`src/rtl/tts_pkg.sv`:
```
`timescale 1ns/1ps
package tts_pkg;

    typedef enum logic [3:0] {
        ST_IDLE,
        ST_SET_CAPT,
        ST_SET_GATE,
        ST_SET_WRITE,
        ST_SET_SETTLE,
        ST_SET_DPRST,
        ST_SET_RESTORE,
        ST_TRY_CAPT,
        ST_TRY_GATE,
        ST_TRY_CMD,
        ST_TRY_SETTLE,
        ST_TRY_RESTORE,
        ST_TRY_WAIT,
        ST_EVAL,
        ST_FINISH
    } tts_state_e;

    typedef enum logic [1:0] {
        PH_LOW,
        PH_HIGH,
        PH_FINAL
    } tts_phase_e;

endpackage

```
`src/rtl/tts_settle_timer.sv`:
```
`timescale 1ns/1ps
module tts_settle_timer #(
    parameter int CYC_PER_US = 200
) (
    input  logic clk,
    input  logic rst_n,
    input  logic run_i,
    output logic expired_o
);
    localparam int CNT_W = (CYC_PER_US > 1) ? $clog2(CYC_PER_US + 1) : 1;
    localparam logic [CNT_W-1:0] RELOAD = CNT_W'(CYC_PER_US - 1);

    logic [CNT_W-1:0] cnt_q;

    always_ff @(posedge clk or negedge rst_n) begin
        if (!rst_n) begin
            cnt_q <= RELOAD;
        end else if (!run_i) begin
            cnt_q <= RELOAD;
        end else if (cnt_q != '0) begin
            cnt_q <= cnt_q - 1'b1;
        end
    end

    assign expired_o = run_i && (cnt_q == '0);
endmodule

```
`src/rtl/tts_tap_merge.sv`:
```
`timescale 1ns/1ps
module tts_tap_merge #(
    parameter int REG_W   = 32,
    parameter int TAP_W   = 8,
    parameter int TAP_LSB = 16
) (
    input  logic [REG_W-1:0] cur_i,
    input  logic [TAP_W-1:0] tap_i,
    output logic [REG_W-1:0] merged_o
);
    localparam int TAP_MSB = TAP_LSB + TAP_W - 1;

    for (genvar b = 0; b < REG_W; b++) begin : g_bit
        if (b >= TAP_LSB && b <= TAP_MSB) begin : g_field
            assign merged_o[b] = tap_i[b - TAP_LSB];
        end else begin : g_keep
            assign merged_o[b] = cur_i[b];
        end
    end
endmodule

```
`src/rtl/tts_window_calc.sv`:
```
`timescale 1ns/1ps
module tts_window_calc #(
    parameter int TAP_W = 8
) (
    input  logic [TAP_W-1:0] lo_i,
    input  logic [TAP_W-1:0] hi_i,
    output logic [TAP_W-1:0] pick_o
);
    logic [TAP_W-1:0] span;
    logic [TAP_W+1:0] span_x3;
    logic [TAP_W-1:0] three_q;

    always_comb begin
        span    = hi_i - lo_i;
        span_x3 = {2'b00, span} + {1'b0, span, 1'b0};
        three_q = span_x3[TAP_W+1:2];
        pick_o  = lo_i + three_q;
    end
endmodule

```
`src/rtl/tts_tap_tuner.sv`:
```
`timescale 1ns/1ps
module tts_tap_tuner #(
    parameter int REG_W      = 32,
    parameter int TAP_W      = 8,
    parameter int TAP_LSB    = 16,
    parameter int TAP_FLOOR  = 10,
    parameter int CYC_PER_US = 200
) (
    input  logic             clk,
    input  logic             rst_n,
    input  logic             start_i,
    input  logic             guard_i,
    input  logic [REG_W-1:0] ctl_rdata_i,
    output logic             ctl_we_o,
    output logic [REG_W-1:0] ctl_wdata_o,
    input  logic             cclk_en_i,
    output logic             cclk_we_o,
    output logic             cclk_wval_o,
    output logic             dp_rst_o,
    output logic             trial_req_o,
    input  logic             trial_done_i,
    input  logic             trial_pass_i,
    output logic             busy_o,
    output logic             done_o,
    output logic             pass_o
);
    import tts_pkg::*;

    localparam logic [TAP_W-1:0] TAP_TOP   = '1;
    localparam logic [TAP_W-1:0] TAP_START = TAP_W'(TAP_FLOOR);

    tts_state_e       st_q, st_d;
    tts_phase_e       ph_q;
    logic [TAP_W-1:0] tap_q;
    logic [TAP_W-1:0] floor_q;
    logic             wrap_q;
    logic             was_on_q;
    logic             seen_q;
    logic             pass_l_q;
    logic             result_q;

    logic             tmr_run;
    logic             tmr_exp;
    logic [TAP_W-1:0] calc_lo;
    logic [TAP_W-1:0] calc_hi;
    logic [TAP_W-1:0] final_tap;
    logic             at_top;

    assign at_top  = (tap_q == TAP_TOP);
    assign tmr_run = (st_q == ST_SET_SETTLE) || (st_q == ST_TRY_SETTLE);

    tts_settle_timer #(.CYC_PER_US(CYC_PER_US)) u_timer (
        .clk       (clk),
        .rst_n     (rst_n),
        .run_i     (tmr_run),
        .expired_o (tmr_exp)
    );

    tts_tap_merge #(.REG_W(REG_W), .TAP_W(TAP_W), .TAP_LSB(TAP_LSB)) u_merge (
        .cur_i    (ctl_rdata_i),
        .tap_i    (tap_q),
        .merged_o (ctl_wdata_o)
    );

    // Window edges as they will be once the current evaluation is applied.
    always_comb begin
        if (ph_q == PH_LOW) begin
            calc_lo = tap_q;
            calc_hi = tap_q;
        end else begin
            calc_lo = floor_q;
            calc_hi = pass_l_q ? tap_q : (tap_q - 1'b1);
        end
    end

    tts_window_calc #(.TAP_W(TAP_W)) u_calc (
        .lo_i   (calc_lo),
        .hi_i   (calc_hi),
        .pick_o (final_tap)
    );

    // State register
    always_ff @(posedge clk or negedge rst_n) begin
        if (!rst_n) begin
            st_q <= ST_IDLE;
        end else begin
            st_q <= st_d;
        end
    end

    // Next-state logic
    always_comb begin
        st_d = st_q;
        unique case (st_q)
            ST_IDLE:        if (start_i) st_d = ST_SET_CAPT;
            ST_SET_CAPT:    st_d = (guard_i && cclk_en_i) ? ST_SET_GATE : ST_SET_WRITE;
            ST_SET_GATE:    st_d = ST_SET_WRITE;
            ST_SET_WRITE:   st_d = wrap_q ? ST_SET_SETTLE : ST_TRY_CAPT;
            ST_SET_SETTLE:  if (tmr_exp) st_d = ST_SET_DPRST;
            ST_SET_DPRST:   st_d = ST_SET_RESTORE;
            ST_SET_RESTORE: st_d = ST_TRY_CAPT;
            ST_TRY_CAPT:    st_d = cclk_en_i ? ST_TRY_GATE : ST_TRY_CMD;
            ST_TRY_GATE:    st_d = ST_TRY_CMD;
            ST_TRY_CMD:     st_d = ST_TRY_SETTLE;
            ST_TRY_SETTLE:  if (tmr_exp) st_d = was_on_q ? ST_TRY_RESTORE : ST_TRY_WAIT;
            ST_TRY_RESTORE: st_d = ST_TRY_WAIT;
            ST_TRY_WAIT:    if (seen_q || trial_done_i) st_d = ST_EVAL;
            ST_EVAL: begin
                unique case (ph_q)
                    PH_LOW:   st_d = (!pass_l_q && at_top) ? ST_FINISH : ST_SET_CAPT;
                    PH_HIGH:  st_d = ST_SET_CAPT;
                    PH_FINAL: st_d = ST_FINISH;
                    default:  st_d = ST_FINISH;
                endcase
            end
            ST_FINISH:      st_d = ST_IDLE;
            default:        st_d = ST_IDLE;
        endcase
    end

    // Search datapath
    always_ff @(posedge clk or negedge rst_n) begin
        if (!rst_n) begin
            ph_q     <= PH_LOW;
            tap_q    <= '0;
            floor_q  <= '0;
            wrap_q   <= 1'b0;
            was_on_q <= 1'b0;
            seen_q   <= 1'b0;
            pass_l_q <= 1'b0;
            result_q <= 1'b0;
        end else begin
            unique case (st_q)
                ST_IDLE: begin
                    if (start_i) begin
                        ph_q     <= PH_LOW;
                        tap_q    <= TAP_START;
                        result_q <= 1'b0;
                    end
                end
                ST_SET_CAPT: wrap_q   <= guard_i && cclk_en_i;
                ST_TRY_CAPT: was_on_q <= cclk_en_i;
                ST_TRY_CMD:  seen_q   <= 1'b0;
                ST_TRY_SETTLE, ST_TRY_RESTORE, ST_TRY_WAIT: begin
                    if (trial_done_i && !seen_q) begin
                        seen_q   <= 1'b1;
                        pass_l_q <= trial_pass_i;
                    end
                end
                ST_EVAL: begin
                    unique case (ph_q)
                        PH_LOW: begin
                            if (pass_l_q) begin
                                floor_q <= tap_q;
                                if (at_top) begin
                                    ph_q  <= PH_FINAL;
                                    tap_q <= final_tap;
                                end else begin
                                    ph_q  <= PH_HIGH;
                                    tap_q <= tap_q + 1'b1;
                                end
                            end else if (!at_top) begin
                                tap_q <= tap_q + 1'b1;
                            end
                        end
                        PH_HIGH: begin
                            if (pass_l_q && !at_top) begin
                                tap_q <= tap_q + 1'b1;
                            end else begin
                                ph_q  <= PH_FINAL;
                                tap_q <= final_tap;
                            end
                        end
                        PH_FINAL: result_q <= pass_l_q;
                        default:  result_q <= 1'b0;
                    endcase
                end
                default: begin
                end
            endcase
        end
    end

    // Outputs
    always_comb begin
        ctl_we_o    = (st_q == ST_SET_WRITE);
        cclk_we_o   = (st_q == ST_SET_GATE) || (st_q == ST_SET_RESTORE) ||
                      (st_q == ST_TRY_GATE) || (st_q == ST_TRY_RESTORE);
        cclk_wval_o = (st_q == ST_SET_RESTORE) || (st_q == ST_TRY_RESTORE);
        dp_rst_o    = (st_q == ST_SET_DPRST);
        trial_req_o = (st_q == ST_TRY_CMD);
        busy_o      = (st_q != ST_IDLE);
        done_o      = (st_q == ST_FINISH);
        pass_o      = result_q;
    end
endmodule

```
`config.mk`:
```
export PLATFORM = sky130hd
export DESIGN_NAME = tts_tap_tuner
export DESIGN_NICKNAME = d
export VERILOG_FILES = /design/src/rtl/tts_pkg.sv /design/src/rtl/tts_settle_timer.sv /design/src/rtl/tts_tap_merge.sv /design/src/rtl/tts_window_calc.sv /design/src/rtl/tts_tap_tuner.sv
export SDC_FILE = /design/constraint.sdc
export NUM_CORES = 1
export LEC_CHECK = 0
export ABC_AREA = 0
export BUFFER_PORTS_ARGS = -buffer_cell sky130_fd_sc_hd__clkbuf_2
export CAP_MARGIN = 15
export CORE_MARGIN = 1
export CORE_UTILIZATION = 30
export CTS_BUF_LIST = sky130_fd_sc_hd__clkbuf_16
export CTS_CLUSTER_SIZE = 25
export DETAILED_ROUTE_END_ITERATION = 6
export PLACE_DENSITY = 0.49
export SLEW_MARGIN = 20
export SYNTH_ARGS = -nofsm -noshare
export SYNTH_HDL_FRONTEND = slang
export SYNTH_SLANG_ARGS = --single-unit
export TNS_END_PERCENT = 30
```
`constraint.sdc`:
```
create_clock -name clk -period 6.3 [get_ports clk]
set_input_delay 0.63 -clock clk [delete_from_list [all_inputs] [get_ports clk]]
set_output_delay 0.63 -clock clk [all_outputs]
set_load 0.01 [all_outputs]
```
Yosys cells after proc, flatten, opt, wreduce, memory -nomap -nowiden
Cells that the tools add are included.
{"block": "classes", "n_addsub": 6, "n_eq_ne": 28, "mux": 34, "n_reduce_logical": 30}
{"op": "$mux W8", "n": 10}
{"op": "$pmux W4 S14", "n": 1}
{"op": "$pmux W8 S2", "n": 2}
{"op": "$eq A4 B4 Y1 const B", "n": 7}
{"op": "$mux W4", "n": 5}
{"op": "$eq A4 B3 Y1 const B", "n": 4}
{"op": "$sub A8 B1 Y8 const B", "n": 2}
{"op": "$ne A2 B2 Y1 const B", "n": 7}
{"op": "$add A8 B9 Y10", "n": 1}
{"op": "$mux W2", "n": 5}
{"op": "$ne A3 B3 Y1 const B", "n": 3}
{"op": "$add A8 B1 Y8 const B", "n": 1}
{"op": "$add A8 B8 Y8", "n": 1}
{"op": "$eq A4 B2 Y1 const B", "n": 2}
{"op": "$eq A8 B8 Y1 const B", "n": 1}
{"op": "$logic_not A8 Y1", "n": 1}
{"op": "$pmux W2 S2", "n": 2}
{"op": "$pmux W4 S2", "n": 1}
{"op": "$reduce_and A4 Y1", "n": 2}
{"op": "$reduce_bool A8 Y1", "n": 1}
{"op": "$sub A8 B8 Y8", "n": 1}
{"op": "$logic_or A1 B1 Y1", "n": 6}
{"op": "$pmux W1 S2", "n": 3}
{"op": "$reduce_and A3 Y1", "n": 2}
{"op": "other kinds (16)", "n": 27}
{"block": "totals", "register_bits": 35, "output_inout_bits": 40, "elab_cells": 108}

Longest topological paths before layout
{"block": "depth", "ltp_word": 10, "ltp_mapped": 23}

Modules after synthesis
Synthesis repeated with hierarchy kept, for this count alone.
{"block": "unflattened", "cells_unflattened": 444, "hier_area_um2": 3766.1}
{"mod": "tts_tap_tuner", "instances": 1, "cells_each": 218, "area_each_um2": 1903.1, "seq_area_each_um2": 675.6}
{"mod": "tts_window_calc", "instances": 1, "cells_each": 145, "area_each_um2": 1156.1, "seq_area_each_um2": 0.0}
{"mod": "tts_settle_timer", "instances": 1, "cells_each": 49, "area_each_um2": 466.7, "seq_area_each_um2": 206.4}
{"mod": "tts_tap_merge", "instances": 1, "cells_each": 32, "area_each_um2": 240.2, "seq_area_each_um2": 0.0}

Worst setup path after synthesis
No wires, ideal clock.
{"block": "synth_path", "path_type": "flip-flop to flip-flop", "from": "register ph_q[1]", "to": "register tap_q[7]", "arrival_time_ns": 4.237, "t_required_ns": 6.174, "slack_ns": 1.937, "path_stages_with_launch": 19, "path_buffers": 1, "synth_period_minus_slack_ns": 4.363, "cell_sequence": "dfrtp_1 buf_2 nor2_2 mux2_2 ha_1 fa_1 xnor2_1 ha_1 a21oi_1 o31ai_1 a21o_1 a21oi_1 o21ai_0 xor2_1 ha_1 o21ai_0 o21bai_1 xnor2_1 a221o_1"}
{"block": "synth_via", "elab_chain_cells": 9, "elab_cells_between_ends": 15}
{"element": "start, declared", "line": "tts_tap_tuner.sv:33", "source": "tts_phase_e ph_q;"}
{"element": "start signal, assigned", "line": "tts_tap_tuner.sv:124", "source": "ph_q <= PH_LOW;"}
{"element": "start signal, assigned", "line": "tts_tap_tuner.sv:136", "source": "ph_q <= PH_LOW;"}
{"element": "start signal, assigned", "line": "tts_tap_tuner.sv:156", "source": "ph_q <= PH_FINAL;"}
{"element": "$logic_not A2 Y1", "line": "tts_tap_tuner.sv:67, tts_tap_tuner.sv:151"}
{"element": "$mux W8", "line": "tts_tap_tuner.sv:67", "source": "if (ph_q == PH_LOW) begin"}
{"element": "$sub A8 B8 Y8", "line": "tts_window_calc.sv:14", "source": "span = hi_i - lo_i;"}
{"element": "$add A8 B9 Y10", "line": "tts_window_calc.sv:15", "source": "span_x3 = {2'b00, span} + {1'b0, span, 1'b0};"}
{"element": "$add A8 B8 Y8", "line": "tts_window_calc.sv:17", "source": "pick_o = lo_i + three_q;"}
{"element": "$mux W8", "line": "tts_tap_tuner.sv:155", "source": "if (at_top) begin"}
{"element": "$mux W8", "line": "tts_tap_tuner.sv:153", "source": "if (pass_l_q) begin"}
{"element": "$pmux W8 S2", "line": "tts_tap_tuner.sv:151", "source": "unique case (ph_q)"}
{"element": "$pmux W8 S2", "line": "tts_tap_tuner.sv:133", "source": "unique case (st_q)"}
{"element": "end signal, assigned", "line": "tts_tap_tuner.sv:157", "source": "tap_q <= final_tap;"}
{"element": "end signal, assigned", "line": "tts_tap_tuner.sv:160", "source": "tap_q <= tap_q + 1'b1;"}
{"element": "end signal, assigned", "line": "tts_tap_tuner.sv:163", "source": "tap_q <= tap_q + 1'b1;"}
{"element": "end, declared", "line": "tts_tap_tuner.sv:34", "source": "logic [TAP_W-1:0] tap_q;"}
Parallel ways exist; a longest one is shown, timed or not.
A chain may end at the register's enable or synchronous reset.

Worst setup path after layout
Ends and elaborated chain as after synthesis.

==> key figures <==
Timing
  • Highest clock frequency the design can meet: 206 MHz
  • Post-route minimum period: 4850 ps
  • Final max-slew violation count: 0
  • Crit share post-route: between 70% and 80%
  • RSZ-0062 raised after global routing: no
  • Total Negative Setup Slacks: 0 ps
  • Final hold vios: 0
  • Max Clock Skew: between 4 and 5 ps
  • Slew at the pin closest to its max-slew limit: just over 700 ps
  • Final setup violation count: 0
  • Max-slew headroom: 52.9%

Logic synthesis
  • Synthesized instance count: ~390
  • Top-count cell post-synth: nand2_1
  • Sequential fraction of the synthesis area: 26.8%
  • Most frequent cells after synthesis: nand2_1 (38), nor2_1 (33), dfrtp_1 (30)
  • Post-synth EDFFs: 0
  • Netlist area before placement: 3290 µm²
  • Number of warning messages in the yosys log: 0
  • Unique masters post-synth: 56
  • Mean instance size in the synthesized netlist: about 8.5 µm²
  • Proportion of register bits with asynchronous set or reset after synthesis: 100%
  • Ys flop type: dfrtp_1
  • Main area contributors after synthesis: dfrtp_1 (23%), ha_1 (9.1%), buf_4 (5.7%)
  • Yosys top cell by area: dfrtp_1
  • Total of flip-flops plus latches after synthesis: 35
  • Syn Nets: 454
  • Proportion of netlist area held by the largest area contributor: between 20% and 30%

Floorplan
  • Area of the core: around 10000 µm²
  • Count of pins on the block boundary: 79
  • Die area: between 10000 and 15000 µm²
  • Placement row count: 37
  • Vert. Die Dim: between 100 and 150 µm
  • Die boundary width: about 110 µm
  • Starting density of the core: between 30% and 40%

Job
  • Max-capacitance violation count: 0

Final layout
  • Layout cells sized above 1: 14.8%
  • Filler Cell Count: between 1k and 1.5k
  • Layout area overhead: 6.12%
  • Post-layout instance area: approximately 3500 µm²
  • Number of antenna diodes: 0
  • Number of nets in the layout: between 400 and 500

Clock tree
  • # clock sinks: 35
  • Insertion delay to the later sink of the worst-skew pair: 280 ps
  • Clock transition at the registers of the reported paths: about 60 ps
  • Cells resized by post-CTS repair: 0
  • H-tree levels: 2
  • TritonCTS clock tree: yes
  • Number of buffers inserted during clock tree synthesis: 5
  • Buffers inserted during post-CTS setup optimization: 0
  • Cell at the root of the clock tree: clkbuf_16
  • Cts hold-fix bufs: 0
  • Longest Clk Path Bufs: 2

Setup path
  • Crit path launch type: flop
  • Cell Chain, Critical Path: nor2_2 > mux2_2 > ha_1 > fa_1 > xnor2_1 > ha_1 > a21oi_1 > o31ai_1 > a21o_1 > a21oi_1 > o21ai_0 > xor2_1 > ha_1 > o21ai_0 > o21bai_1 > xnor2_1 > a221o_1
  • CP delay by family, top: compound AO/OA/AOI/OAI gates
  • Data required time of the worst path: roughly 6500 ps
  • Kind of critical path: flop to flop
  • Buffers & Inverters on Critical Path: 0
  • Critical Path Most Common Cell: ha_1
  • Endpoint type of the worst setup path: flop
  • Arrival @ worst endpoint: 5010 ps
  • Maximum fanout along the worst path: 9
  • Worst path max stage delay: approximately 500 ps
  • CP max-delay cell: nor2_2

GRT
  • Number of global-route vias before repair: between 2k and 2.5k
  • Antenna violations before repair: 0
  • Total congestion overflow after global routing: 0
  • Global-route wire length before repair: 12100 µm
  • Global-route total usage across every layer: 13.5%
  • Maximum number of pins on one net before global-route repair: 36

Routing
  • Number of design-rule violations left by the first detailed-router iteration: 87
  • DRC Markers: 0
  • Detailed-route wire length: approximately 7400 µm
  • Number of nets still failing antenna checks after routing: 0
  • First-pass iteration count of the detailed router: 4
  • Number of vias per cell after detailed routing: between 5 and 6
  • Vias after detailed routing: between 2k and 3k
  • Wire per inst: roughly 14 µm

Power
  • Net switching component of the power: 0.105 mW
  • Power density over cell area: 148 nW/µm²
  • Leakage: around 1.5 nW
  • Net switching share of the total power: between 20% and 30%
  • Worst vdd ir: around 0.084 mV
  • Part of the total power dissipated in the clock network: a little over half
  • Comb pwr share: about 1.7%
  • Internal portion of total power: about 0.41 mW
  • Part of the power in registers: between 40% and 50%

Placement
  • HPWL after detailed placement: roughly 5500 µm
  • Global placer's final weighted congestion: 0.762
  • IO Port Bufs: 22
  • Placed standard-cell area: 3310 µm²

Hold path
  • Class of the most critical hold timing path: input pin to asynchronous set/reset pin

Status
  • Outcome: finished, final reports clean
-- registers in the layout, indices dropped and copies added, names as in the netlist --
name and flops:
tap_q 8, pass_l_q 1, pass_o 1, ph_q 2
floor_q 8, u_timer.cnt_q 8, was_on_q 1, wrap_q 1
seen_q 1, st_q 4
-- final cells by class --
class	instances	area (µm²)	area share, %
multi-input combinational	298	2090	59.9
sequential	35	882	25.2
tap	136	170	4.87
timing repair buffer	23	130	3.72
clock buffer	5	125	3.58
inverter	15	56.3	1.61
clock inverter	3	38.8	1.11
-- power groups by stage --
stage | Combinational, mW | Clock, mW | Sequential, mW
floorplan | 0.0162 | 0 | 0.230
global placement | 0.00744 | 0 | 0.229
detailed placement | 0.00770 | 0 | 0.230
CTS | 0.00774 | 0.292 | 0.226
global route | 0.0102 | 0.300 | 0.225
finish | 0.00863 | 0.283 | 0.226
-- placed cells by master (no fill, tap or decap), types with 9 or more instances in the layout --
cell type and instances:
a21oi_1 24, clkbuf_2 22, dfrtp_1 30, ha_1 24, inv_1 15, mux2_2 13
nand2_1 38, nand2b_1 11, nand3_1 9, nor2_1 33, nor3_1 9, o21ai_0 25
xnor2_1 18, xor2_1 13
-- stage by stage --
stage	utilization, %	setup slack (ps)	instances	hold slack [ps]	total power [mW]
4_1_cts	33.2	1400	514	490	0.525
2_1_floorplan	-	1940	388	334	0.246
5_1_grt	33.4	1020	515	281	0.536
6_report	33.4	1450	515	258	0.518
3_3_place_gp	31.6	1450	506	464	0.237
3_5_place_dp	31.6	1440	506	476	0.237
-- logic make-up (layout without fill, tap and decap cells) --
logic type	count (synthesis)	after routing	share of synthesized area, %
AO/OA/AOI/OAI	88	88	17.0
multiplexers	19	19	6.27
AND/OR/NAND/NOR	133	133	21.0
XOR/XNOR	31	31	8.24
adder cells (fa/ha/maj)	27	27	10.9
buffers and inverters	55	46	9.69
flip-flops	35	35	26.8
-- layer usage --
layer  GRT usage, %  up-vias  part of all wire [%]
met1           18.2     1237                    49
met4           3.13        0                  0.76
li1               -     1324                     -
met5              0        -                     0
met2           21.7       56                    46
met3           3.22       10                   4.6
-- path summary, 6_finish.rpt --
kind                       startpoint          endpoint  slack, ps  cells after the start
min in group clk               pass_o            pass_o        490                      2
max reg2reg                   ph_q[1]          tap_q[7]       1450                     17
min reg2reg                    pass_o            pass_o        490                      2
min                             rst_n        floor_q[1]        260                      1
max in group asynchronous       rst_n  u_timer.cnt_q[0]       5500                      2
max                           ph_q[1]          tap_q[7]       1450                     17
Note: power is estimated with default switching activity, not from simulation.
